$ cat src/rtl/ucfg_pkg.sv
package ucfg_pkg;

    localparam int          CH_FIELD_W  = 3;
    localparam int          OFF_W       = 4;
    localparam int          BYTE_W      = 8;

    localparam logic [7:0]  ADDR_SWRST  = 8'h80;
    localparam logic [7:0]  ADDR_SLEEP  = 8'h81;
    localparam logic [7:0]  ADDR_SAMPLE = 8'h82;
    localparam logic [7:0]  ADDR_BCAST  = 8'h83;
    localparam logic [7:0]  ADDR_DEVID  = 8'h8E;
    localparam logic [7:0]  ADDR_DEVREV = 8'h8F;

    typedef enum logic [2:0] {
        SEL_NONE,
        SEL_SWRST,
        SEL_SLEEP,
        SEL_SAMPLE,
        SEL_BCAST,
        SEL_DEVID,
        SEL_DEVREV
    } cfg_sel_e;

    typedef struct packed {
        logic                  is_chan;
        logic                  chan_ok;
        logic [CH_FIELD_W-1:0] chan;
        logic [OFF_W-1:0]      offset;
        cfg_sel_e              sel;
    } addr_dec_t;

endpackage

$ cat src/rtl/ucfg_addr_decode.sv
module ucfg_addr_decode
    import ucfg_pkg::*;
#(
    parameter int NUM_CH = 8
) (
    input  logic [7:0] addr_i,
    output addr_dec_t  dec_o
);

    always_comb begin
        dec_o         = '0;
        dec_o.is_chan = ~addr_i[7];
        dec_o.chan    = addr_i[6:4];
        dec_o.offset  = addr_i[3:0];
        dec_o.chan_ok = ~addr_i[7] && (int'(addr_i[6:4]) < NUM_CH);
        dec_o.sel     = SEL_NONE;
        if (addr_i[7]) begin
            unique case (addr_i)
                ADDR_SWRST:  dec_o.sel = SEL_SWRST;
                ADDR_SLEEP:  dec_o.sel = SEL_SLEEP;
                ADDR_SAMPLE: dec_o.sel = SEL_SAMPLE;
                ADDR_BCAST:  dec_o.sel = SEL_BCAST;
                ADDR_DEVID:  dec_o.sel = SEL_DEVID;
                ADDR_DEVREV: dec_o.sel = SEL_DEVREV;
                default:     dec_o.sel = SEL_NONE;
            endcase
        end
    end

endmodule

$ cat src/rtl/ucfg_chan_fanout.sv
module ucfg_chan_fanout
    import ucfg_pkg::*;
#(
    parameter int NUM_CH = 8
) (
    input  logic                clk,
    input  logic                rst_n,
    input  logic                host_we_i,
    input  addr_dec_t           dec_i,
    input  logic [BYTE_W-1:0]   host_wdata_i,
    input  logic                bcast_i,
    output logic [NUM_CH-1:0]   ch_we_o,
    output logic [OFF_W-1:0]    ch_offset_o,
    output logic [BYTE_W-1:0]   ch_wdata_o
);

    typedef struct packed {
        logic [NUM_CH-1:0] we;
        logic [OFF_W-1:0]  off;
        logic [BYTE_W-1:0] data;
    } fan_t;

    fan_t              fan_d, fan_q;
    logic [NUM_CH-1:0] hit;
    logic              chan_wr;

    assign chan_wr = host_we_i && dec_i.chan_ok;

    // One target per channel: either the addressed one or all of them.
    for (genvar i = 0; i < NUM_CH; i++) begin : g_hit
        assign hit[i] = chan_wr && (bcast_i || (dec_i.chan == CH_FIELD_W'(i)));
    end

    always_comb begin
        fan_d    = fan_q;
        fan_d.we = hit;
        if (chan_wr) begin
            fan_d.off  = dec_i.offset;
            fan_d.data = host_wdata_i;
        end
    end

    always_ff @(posedge clk or negedge rst_n) begin
        if (!rst_n) fan_q <= '0;
        else        fan_q <= fan_d;
    end

    assign ch_we_o     = fan_q.we;
    assign ch_offset_o = fan_q.off;
    assign ch_wdata_o  = fan_q.data;

    assert_single_target_R1: assert property (@(posedge clk) disable iff (!rst_n)
        !$past(bcast_i) |-> $onehot0(ch_we_o));

    assert_bcast_all_R2: assert property (@(posedge clk) disable iff (!rst_n)
        ($past(bcast_i) && $past(host_we_i) && $past(dec_i.chan_ok)) |-> (ch_we_o == '1));

    assert_we_source_R10: assert property (@(posedge clk) disable iff (!rst_n)
        (|ch_we_o) |-> ($past(host_we_i) && $past(dec_i.is_chan)));

endmodule

$ cat src/rtl/ucfg_ctrl_regs.sv
module ucfg_ctrl_regs
    import ucfg_pkg::*;
#(
    parameter int NUM_CH = 8
) (
    input  logic              clk,
    input  logic              rst_n,
    input  logic              host_we_i,
    input  addr_dec_t         dec_i,
    input  logic [BYTE_W-1:0] host_wdata_i,
    output logic [NUM_CH-1:0] rst_pulse_o,
    output logic [NUM_CH-1:0] sleep_o,
    output logic [NUM_CH-1:0] sample_o,
    output logic              bcast_o
);

    typedef struct packed {
        logic [NUM_CH-1:0] rst;
        logic [NUM_CH-1:0] sleep;
        logic [NUM_CH-1:0] sample;
        logic              bcast;
    } ctrl_t;

    ctrl_t ctrl_d, ctrl_q;

    always_comb begin
        ctrl_d     = ctrl_q;
        ctrl_d.rst = '0;
        if (host_we_i) begin
            unique case (dec_i.sel)
                SEL_SWRST:  ctrl_d.rst    = host_wdata_i[NUM_CH-1:0];
                SEL_SLEEP:  ctrl_d.sleep  = host_wdata_i[NUM_CH-1:0];
                SEL_SAMPLE: ctrl_d.sample = host_wdata_i[NUM_CH-1:0];
                SEL_BCAST:  ctrl_d.bcast  = host_wdata_i[0];
                default:    ;
            endcase
        end
    end

    always_ff @(posedge clk or negedge rst_n) begin
        if (!rst_n) ctrl_q <= '0;
        else        ctrl_q <= ctrl_d;
    end

    assign rst_pulse_o = ctrl_q.rst;
    assign sleep_o     = ctrl_q.sleep;
    assign sample_o    = ctrl_q.sample;
    assign bcast_o     = ctrl_q.bcast;

    assert_rst_origin_R4: assert property (@(posedge clk) disable iff (!rst_n)
        (|rst_pulse_o) |-> ($past(host_we_i) && ($past(dec_i.sel) == SEL_SWRST)));

    assert_sleep_hold_R5: assert property (@(posedge clk) disable iff (!rst_n)
        !($past(host_we_i) && ($past(dec_i.sel) == SEL_SLEEP)) |-> $stable(sleep_o));

    assert_sample_hold_R6: assert property (@(posedge clk) disable iff (!rst_n)
        !($past(host_we_i) && ($past(dec_i.sel) == SEL_SAMPLE)) |-> $stable(sample_o));

    assert_bcast_hold_R2: assert property (@(posedge clk) disable iff (!rst_n)
        !($past(host_we_i) && ($past(dec_i.sel) == SEL_BCAST)) |-> $stable(bcast_o));

endmodule

$ cat src/rtl/ucfg_read_mux.sv
module ucfg_read_mux
    import ucfg_pkg::*;
#(
    parameter int              NUM_CH  = 8,
    parameter logic [BYTE_W-1:0] DEV_ID  = 8'h3C,
    parameter logic [BYTE_W-1:0] DEV_REV = 8'h02
) (
    input  addr_dec_t                 dec_i,
    input  logic [NUM_CH*BYTE_W-1:0]  ch_rdata_i,
    input  logic [NUM_CH-1:0]         sleep_i,
    input  logic [NUM_CH-1:0]         sample_i,
    input  logic                      bcast_i,
    output logic [BYTE_W-1:0]         rdata_o
);

    logic [BYTE_W-1:0] chan_byte;

    always_comb begin
        chan_byte = '0;
        for (int c = 0; c < NUM_CH; c++) begin
            if (dec_i.chan == CH_FIELD_W'(c)) chan_byte = ch_rdata_i[c*BYTE_W +: BYTE_W];
        end
    end

    always_comb begin
        rdata_o = '0;
        if (dec_i.is_chan) begin
            if (dec_i.chan_ok) rdata_o = chan_byte;
        end else begin
            unique case (dec_i.sel)
                SEL_SLEEP:  rdata_o = BYTE_W'(sleep_i);
                SEL_SAMPLE: rdata_o = BYTE_W'(sample_i);
                SEL_BCAST:  rdata_o = {{(BYTE_W-1){1'b0}}, bcast_i};
                SEL_DEVID:  rdata_o = DEV_ID;
                SEL_DEVREV: rdata_o = DEV_REV;
                default:    rdata_o = '0;
            endcase
        end
    end

endmodule

$ cat src/rtl/uart_cfg_bank.sv
module uart_cfg_bank
    import ucfg_pkg::*;
#(
    parameter int          NUM_CH  = 8,
    parameter logic [7:0]  DEV_ID  = 8'h3C,
    parameter logic [7:0]  DEV_REV = 8'h02
) (
    input  logic                  clk,
    input  logic                  rst_n,
    input  logic [7:0]            host_addr,
    input  logic [7:0]            host_wdata,
    input  logic                  host_we,
    output logic [7:0]            host_rdata,
    input  logic [NUM_CH*8-1:0]   ch_rdata,
    output logic [NUM_CH-1:0]     ch_we,
    output logic [3:0]            ch_offset,
    output logic [7:0]            ch_wdata,
    output logic [NUM_CH-1:0]     ch_rst,
    output logic [NUM_CH-1:0]     ch_sleep,
    output logic [NUM_CH-1:0]     ch_fast_sample
);

    addr_dec_t dec;
    logic      bcast;

    ucfg_addr_decode #(.NUM_CH(NUM_CH)) u_decode (
        .addr_i (host_addr),
        .dec_o  (dec)
    );

    ucfg_ctrl_regs #(.NUM_CH(NUM_CH)) u_ctrl (
        .clk          (clk),
        .rst_n        (rst_n),
        .host_we_i    (host_we),
        .dec_i        (dec),
        .host_wdata_i (host_wdata),
        .rst_pulse_o  (ch_rst),
        .sleep_o      (ch_sleep),
        .sample_o     (ch_fast_sample),
        .bcast_o      (bcast)
    );

    ucfg_chan_fanout #(.NUM_CH(NUM_CH)) u_fanout (
        .clk          (clk),
        .rst_n        (rst_n),
        .host_we_i    (host_we),
        .dec_i        (dec),
        .host_wdata_i (host_wdata),
        .bcast_i      (bcast),
        .ch_we_o      (ch_we),
        .ch_offset_o  (ch_offset),
        .ch_wdata_o   (ch_wdata)
    );

    ucfg_read_mux #(.NUM_CH(NUM_CH), .DEV_ID(DEV_ID), .DEV_REV(DEV_REV)) u_rmux (
        .dec_i      (dec),
        .ch_rdata_i (ch_rdata),
        .sleep_i    (ch_sleep),
        .sample_i   (ch_fast_sample),
        .bcast_i    (bcast),
        .rdata_o    (host_rdata)
    );

    assert_pulse_excl_R9: assert property (@(posedge clk) disable iff (!rst_n)
        !$past(host_we) |-> ((ch_we == '0) && (ch_rst == '0)));

endmodule

$ cat config.mk
export PLATFORM = sky130hd
export DESIGN_NAME = uart_cfg_bank
export DESIGN_NICKNAME = d
export VERILOG_FILES = /design/src/rtl/ucfg_pkg.sv /design/src/rtl/ucfg_addr_decode.sv /design/src/rtl/ucfg_chan_fanout.sv /design/src/rtl/ucfg_ctrl_regs.sv /design/src/rtl/ucfg_read_mux.sv /design/src/rtl/uart_cfg_bank.sv
export SDC_FILE = /design/constraint.sdc
export NUM_CORES = 1
export LEC_CHECK = 0
export BUFFER_PORTS_ARGS = -buffer_cell sky130_fd_sc_hd__buf_4
export CAP_MARGIN = 20
export CORE_UTILIZATION = 45
export DETAILED_ROUTE_END_ITERATION = 10
export PLACE_DENSITY = 0.8
export SLEW_MARGIN = 10
export SYNTH_ARGS = -nofsm -noshare
export SYNTH_HDL_FRONTEND = slang
export SYNTH_SLANG_ARGS = --single-unit
$ cat constraint.sdc
create_clock -name clk -period 2.15 [get_ports clk]
set_clock_uncertainty 0.05 [all_clocks]
set_input_delay 0.3225 -clock clk [delete_from_list [all_inputs] [get_ports clk]]
set_output_delay 0.3225 -clock clk [all_outputs]
set_load 0.02 [all_outputs]
==> metrics.txt, run 1 <==
DR vias/cell=5.37; setup tns final=0 ps; total power=2.16 mW; XOR/XNOR share of the synthesized area=0%; WL final=between 7 and 8 mm; Die Width=76.8 um; largest net degree at the start of global routing=46; Syn Inst Count=239; Lkg Pwr=1.94 nW; count of input and output buffers=134; Antenna Cells=0; starting density of the core=48.1%; residual DRC count=0; Die ar.=5900 sq um; Ys Warns=0; Rows=26; Critical Path AT=between 1500 and 2000 ps; number of global-route vias before repair=2497; Crit path max-delay family=simple AND/OR/NAND/NOR gates; routed vias=around 2400; Layout area overhead=51.4%; antenna violations before repair=0; share of layout cells above drive strength 1=between 50% and 60%; crit path max-delay cell type=or4b_4; CP bufs+invs=2; top achievable clock speed=approximately 0.48 GHz; status=finished clean; compound-gate portion of the synthesized area=~14%; Yosys reg bits=45; Root Buffer Master=clkbuf_8; Mapped Nets=about 320; crit-path max FO=7; most frequent cells in the layout=buf_4, dfrtp_1, mux2_2; CP peak stage delay=610 ps; grt total ovfl=0; asr flop ratio synth=100%; GRT Total Usage=25.4%; Pwr Density=567 nW/um^2; slew margin rel.=63.1%; worst-case clock buffer depth=2; Chip Height=76.8 um; CTS Sinks=45; Avg Cell Area, Syn=10.5 sq um; kind of critical path=in2out; first-pass GRT wire length=~12 mm; Ports=135; HPWL Detailed=5.70 mm; final worst path period share=between 90% and 100%; routed length per placed instance=16.0 um; Max Cap Viol=0; Simple-Gate Fraction of Synth Area=16.1%; H-tree depth=2; fin crit period=2090 ps; initial DRC count=74; commonest non-fill, non-tap cell in the layout=buf_4; Detail Route Antenna Nets=0; Yosys cell types=37; Worst Hold Class=in2reg; CTS Buf Count=5; Worst EP required=1780 ps; GPL Wtd Cong=0.786; top_reg_cell synth=dfrtp_1; largest family of logic cells by synthesized area=multiplexers; CP Capture Type=primary output; fin. max-slew vios=0; Post-synth EDFFs=0; CTS tree=done; Nets=463; Post-Synth Adder-Cell Area=0%; Peak supply drop=between 0.6 and 0.7 mV; DR pass1 iterations=4; RSZ-0062 raised after global routing=false; Clk Latency, worst-skew pair=between 200 and 300 ps; Seq/Total Area, Yosys=between 40 and 50%; Final setup viols=0; worst-path cell chain=buf_4 > or4b_4 > o32a_1 > o211ai_1 > buf_4; Layout fillers=394; core area=5240 sq um; Worst-Margin Slew=553 ps; mux cell area share after synthesis=21.9%; crit-path most repeated cell=buf_4; final-report hold violation count=0; clock transition at the registers of the reported paths=roughly 90 ps; synthesized cell area=~2500 sq um; CP startpoint kind=input pin
metrics by stage:
| step | cells | area (sq um) | utilization (%) | worst slack, ps | hold slack [ps] |
|---|---|---|---|---|---|
| finish | 451 | 3810 | 72.8 | 65.0 | 204 |
| global route | 451 | 3810 | 72.8 | 6.61 | 202 |
| CTS | 452 | 3800 | 72.6 | 7.51 | 200 |
| detailed placement | 443 | 3660 | 69.9 | -59.0 | 304 |
| global placement | 443 | 3660 | 69.9 | -55.7 | 296 |
| floorplan | 239 | 2520 | - | 43.6 | -23.1 |
metal layers:
| layer | global-route usage [%] | share of wire [%] | up-vias |
|---|---|---|---|
| met5 | 0 | 0 | - |
| met4 | 8.08 | 1.8 | 0 |
| met3 | 5.95 | 8.4 | 15 |
| met2 | 44.1 | 49 | 106 |
| met1 | 31.0 | 40 | 1149 |
| li1 | - | - | 1153 |
cell families (layout without fill, tap and decap cells):
family / Yosys count / count (layout)
AOI/OAI and AO/OA: 50 / 50
buffers and inverters: 20 / 162
DFF: 45 / 45
muxes: 50 / 50
and+or+nand+nor: 74 / 74
final timing paths:
check                      slack (ps)                                 end  cells past startpoint                               start
setup / recovery                   60                       host_rdata[3]                      5                        host_addr[5]
hold / removal                    200     u_ctrl.rst_pulse_o[2]$_DFF_PN0_                      2                       host_wdata[2]
setup reg to reg                 1210          u_ctrl.bcast_o$_DFFE_PN0P_                      1          u_ctrl.bcast_o$_DFFE_PN0P_
hold reg to reg                   460  u_fanout.ch_wdata_o[2]$_DFFE_PN0P_                      1  u_fanout.ch_wdata_o[2]$_DFFE_PN0P_
max in group asynchronous        1170      u_ctrl.sample_o[1]$_DFFE_PN0P_                      2                               rst_n
min in group asynchronous         500  u_fanout.ch_wdata_o[4]$_DFFE_PN0P_                      2                               rst_n
synthesized netlist by cell type, types with 2 or more instances:
cell | n | area [sq um]
nor2b_1 | 2 | 12.5
nand3b_1 | 2 | 15.0
mux2_2 | 30 | 338
nor2_1 | 26 | 97.6
inv_1 | 6 | 22.5
nand4_1 | 2 | 12.5
a31oi_1 | 5 | 31.3
o211ai_1 | 7 | 52.6
nand2_1 | 11 | 41.3
clkbuf_1 | 8 | 30.0
nand2b_1 | 8 | 50.1
o2bb2ai_1 | 3 | 26.3
nand3_1 | 4 | 20.0
and2_1 | 8 | 50.1
buf_2 | 2 | 10.0
mux2i_1 | 19 | 190
a22o_1 | 3 | 26.3
a221oi_1 | 3 | 26.3
a21boi_0 | 4 | 30.0
nand3_4 | 2 | 35.0
dfrtp_1 | 45 | 1130
o31ai_1 | 2 | 15.0
nor3_1 | 3 | 15.0
a21oi_1 | 13 | 65.1
and3_1 | 2 | 12.5
o32ai_1 | 2 | 17.5
o32a_1 | 3 | 30.0
and3b_1 | 2 | 17.5
buf_1 | 4 | 15.0
cell type report:
cell class / count / area (sq um) / share of cell area, %
multi-input combinational: 174 / 1330 / 34.8
clock inverter: 2 / 37.5 / 0.985
tap: 70 / 87.6 / 2.30
clock buffer: 6 / 82.6 / 2.17
inverter: 6 / 22.5 / 0.591
sequential: 45 / 1130 / 29.5
timing repair buffer: 148 / 1130 / 29.6
state kept, by name, summed over array words and instances, names as in the netlist:
signal	flops
u_fanout.ch_wdata_o	8
u_ctrl.rst_pulse_o	8
u_ctrl.bcast_o	1
u_ctrl.sample_o	8
u_fanout.ch_offset_o	4
u_fanout.ch_we_o	8
u_ctrl.sleep_o	8
power by group:
group	leakage [nW]	total, mW	internal, mW	switching, mW
combinational	1.29	0.571	0.295	0.276
sequential	0.598	0.930	0.898	0.0323
clock	0.0574	0.659	0.378	0.281
total	1.94	2.16	1.57	0.590
repair_timing:
| action | CTS | global route |
|---|---|---|
| hold endpoints to repair | 45 | 0 |
| endpoints found under the setup margin | 5 | 7 |
| buffers inserted | 0 | 0 |
| pin swaps | 0 | 1 |
| hold buffers | 1 | 0 |
| resized for setup | 4 | 4 |
Note: power is estimated with default switching activity, not from simulation.
==> inputs of run 2 (changes only) <==
- PLACE_DENSITY: 0.8 -> 0.76
==> metrics.txt, run 2 (synthesis gave the netlist of run 1 again) <==
status=finished clean; grt total ovfl=0 (unchanged); core area=5240 sq um (unchanged); share of layout cells above drive strength 1=50.4% (unchanged); slew margin rel.=62.9% (-0.25 points); Clk Latency, worst-skew pair=290 ps (about the same); Die Width=76.8 um (unchanged); RSZ-0062 raised after global routing=false; Layout fillers=395 (+0.25%); Rows=26 (unchanged); Root Buffer Master=clkbuf_8; Hold WS=210 ps (+6.03 ps); Lkg Pwr=1.95 nW (+0.59%); CP startpoint kind=input pin; GRT Total Usage=25.2% (-0.21 points); Detail Route Antenna Nets=0 (unchanged); routed length per placed instance=16.3 um (+1.4%); dpl cell area=3670 sq um (+0.14%); final-report hold violation count=0 (unchanged); initial DRC count=81 (+9.5%); CTS Buf Count=5 (unchanged); Worst Hold Class=in2reg; Ports=135 (unchanged); Peak supply drop=0.677 mV (-2.5%); most frequent cells in the layout=buf_4, dfrtp_1, mux2_2; CP Capture Type=primary output; antenna violations before repair=0 (unchanged); count of input and output buffers=134 (unchanged); starting density of the core=48.1% (unchanged); kind of critical path=in2out; DR vias/cell=5.33 (-0.78%); clock transition at the registers of the reported paths=90 ps (about the same); largest net degree at the start of global routing=46 (unchanged); Layout area overhead=52.2%; Nets=463 (unchanged); first-pass GRT wire length=11.6 mm (-1.9%); top achievable clock speed=0.485 GHz (+1.2%); HPWL Detailed=5.72 mm (+0.29%); CTS tree=done; H-tree depth=2 (unchanged); DR pass1 iterations=4 (unchanged); final worst path period share=95.9% (-1.1 points); fin crit period=2060 ps (-23.9 ps); Max Cap Viol=0 (unchanged); Final setup viols=0 (unchanged); Worst EP required=1780 ps (about the same); CTS Sinks=45 (unchanged); routed vias=2404 (-0.78%); residual DRC count=0 (unchanged); WL final=7.34 mm (+1.4%); Chip Height=76.8 um (unchanged); Worst-Margin Slew=557 ps (+3.69 ps); GPL Wtd Cong=0.787 (+0.14%); commonest non-fill, non-tap cell in the layout=buf_4; fin. max-slew vios=0 (unchanged); Critical Path AT=1690 ps (-20 ps); Pwr Density=591 nW/um^2 (+4.3%); worst-case clock buffer depth=2 (unchanged); Antenna Cells=0 (unchanged); crit-path max FO=7 (unchanged); number of global-route vias before repair=2363 (-5.4%); fin area=3830 sq um (+0.56%); Die ar.=5900 sq um (unchanged)
## run 2: cell types whose count changed in the layout (fill, tap and decap cells not counted)
cell and delta:
buf_12 +1, o32ai_1 +1, clkinvlp_4 -1, inv_6 +1, o32ai_2 -1, clkbuf_8 -1, buf_8 -1, a221oi_2 +1
bufinv_16 +1, a221oi_1 -1
## run 2: worst max-delay path, stage by stage
cell      delay, ps
buf_4           120
or4b_4          590
and3b_2         320
nand2_1          70
o211ai_1         90
buf_4           170
## run 2: final timing paths
path,start,end,slack (ps),depth (start not counted)
setup / recovery,host_addr[5],host_rdata[3],90,6
hold / removal,host_wdata[6],u_ctrl.rst_pulse_o[6]$_DFF_PN0_,210,2
setup reg to reg,u_ctrl.bcast_o$_DFFE_PN0P_,u_ctrl.bcast_o$_DFFE_PN0P_,1200,1
hold reg to reg,u_fanout.ch_wdata_o[6]$_DFFE_PN0P_,u_fanout.ch_wdata_o[6]$_DFFE_PN0P_,470,1
max in group asynchronous,rst_n,u_fanout.ch_we_o[2]$_DFF_PN0_,1170,2
min in group asynchronous,rst_n,u_fanout.ch_wdata_o[4]$_DFFE_PN0P_,500,2
## run 2: area by class of cell
cell class	count	area, sq um	area share, %
multi-input cells	174	1330	34.6
inverters	6	22.5	0.587
flip-flops and latches	45	1130	29.4
repair buffers	148	1130	29.6
clock buffers	5	68.8	1.80
well taps	70	87.6	2.28
clock inverters	3	68.8	1.80
## run 2: layer usage
layer / up-vias / GRT usage, % / wire length (um)
met4: 0 / 6.92 / 82
met3: 9 / 5.60 / 536
met5: - / 0 / 0
li1: 1149 / - / -
met1: 1153 / 31.3 / 3010
met2: 93 / 43.8 / 3710
## run 2: where the power goes
part	leakage (nW)	internal (mW)	switching (mW)
Combinational	1.29	0.294	0.278
Clock	0.0687	0.468	0.295
Sequential	0.598	0.898	0.0333
Total	1.95	1.66	0.606
## run 2: metrics by stage
| stage | cells | power, mW | utilization (%) | setup WS [ps] | setup TNS, ps |
|---|---|---|---|---|---|
| global placement | 442 | 1.51 | 70.0 | -52.2 | -395 |
| global route | 451 | 2.37 | 73.2 | 21.5 | 0 |
| floorplan | 239 | 1.21 | - | 43.6 | 0 |
| detailed placement | 442 | 1.52 | 70.0 | -73.0 | -1270 |
| CTS | 451 | 2.28 | 72.9 | 49.2 | 0 |
| finish | 451 | 2.27 | 73.2 | 88.9 | 0 |
## run 2: what timing repair did
action                     4_1_cts  5_1_grt
setup endpoints to repair        6        4
hold endpoints to repair        45        0
buffers inserted                 0        0
hold buffers                     1        0
resized for setup                1        4
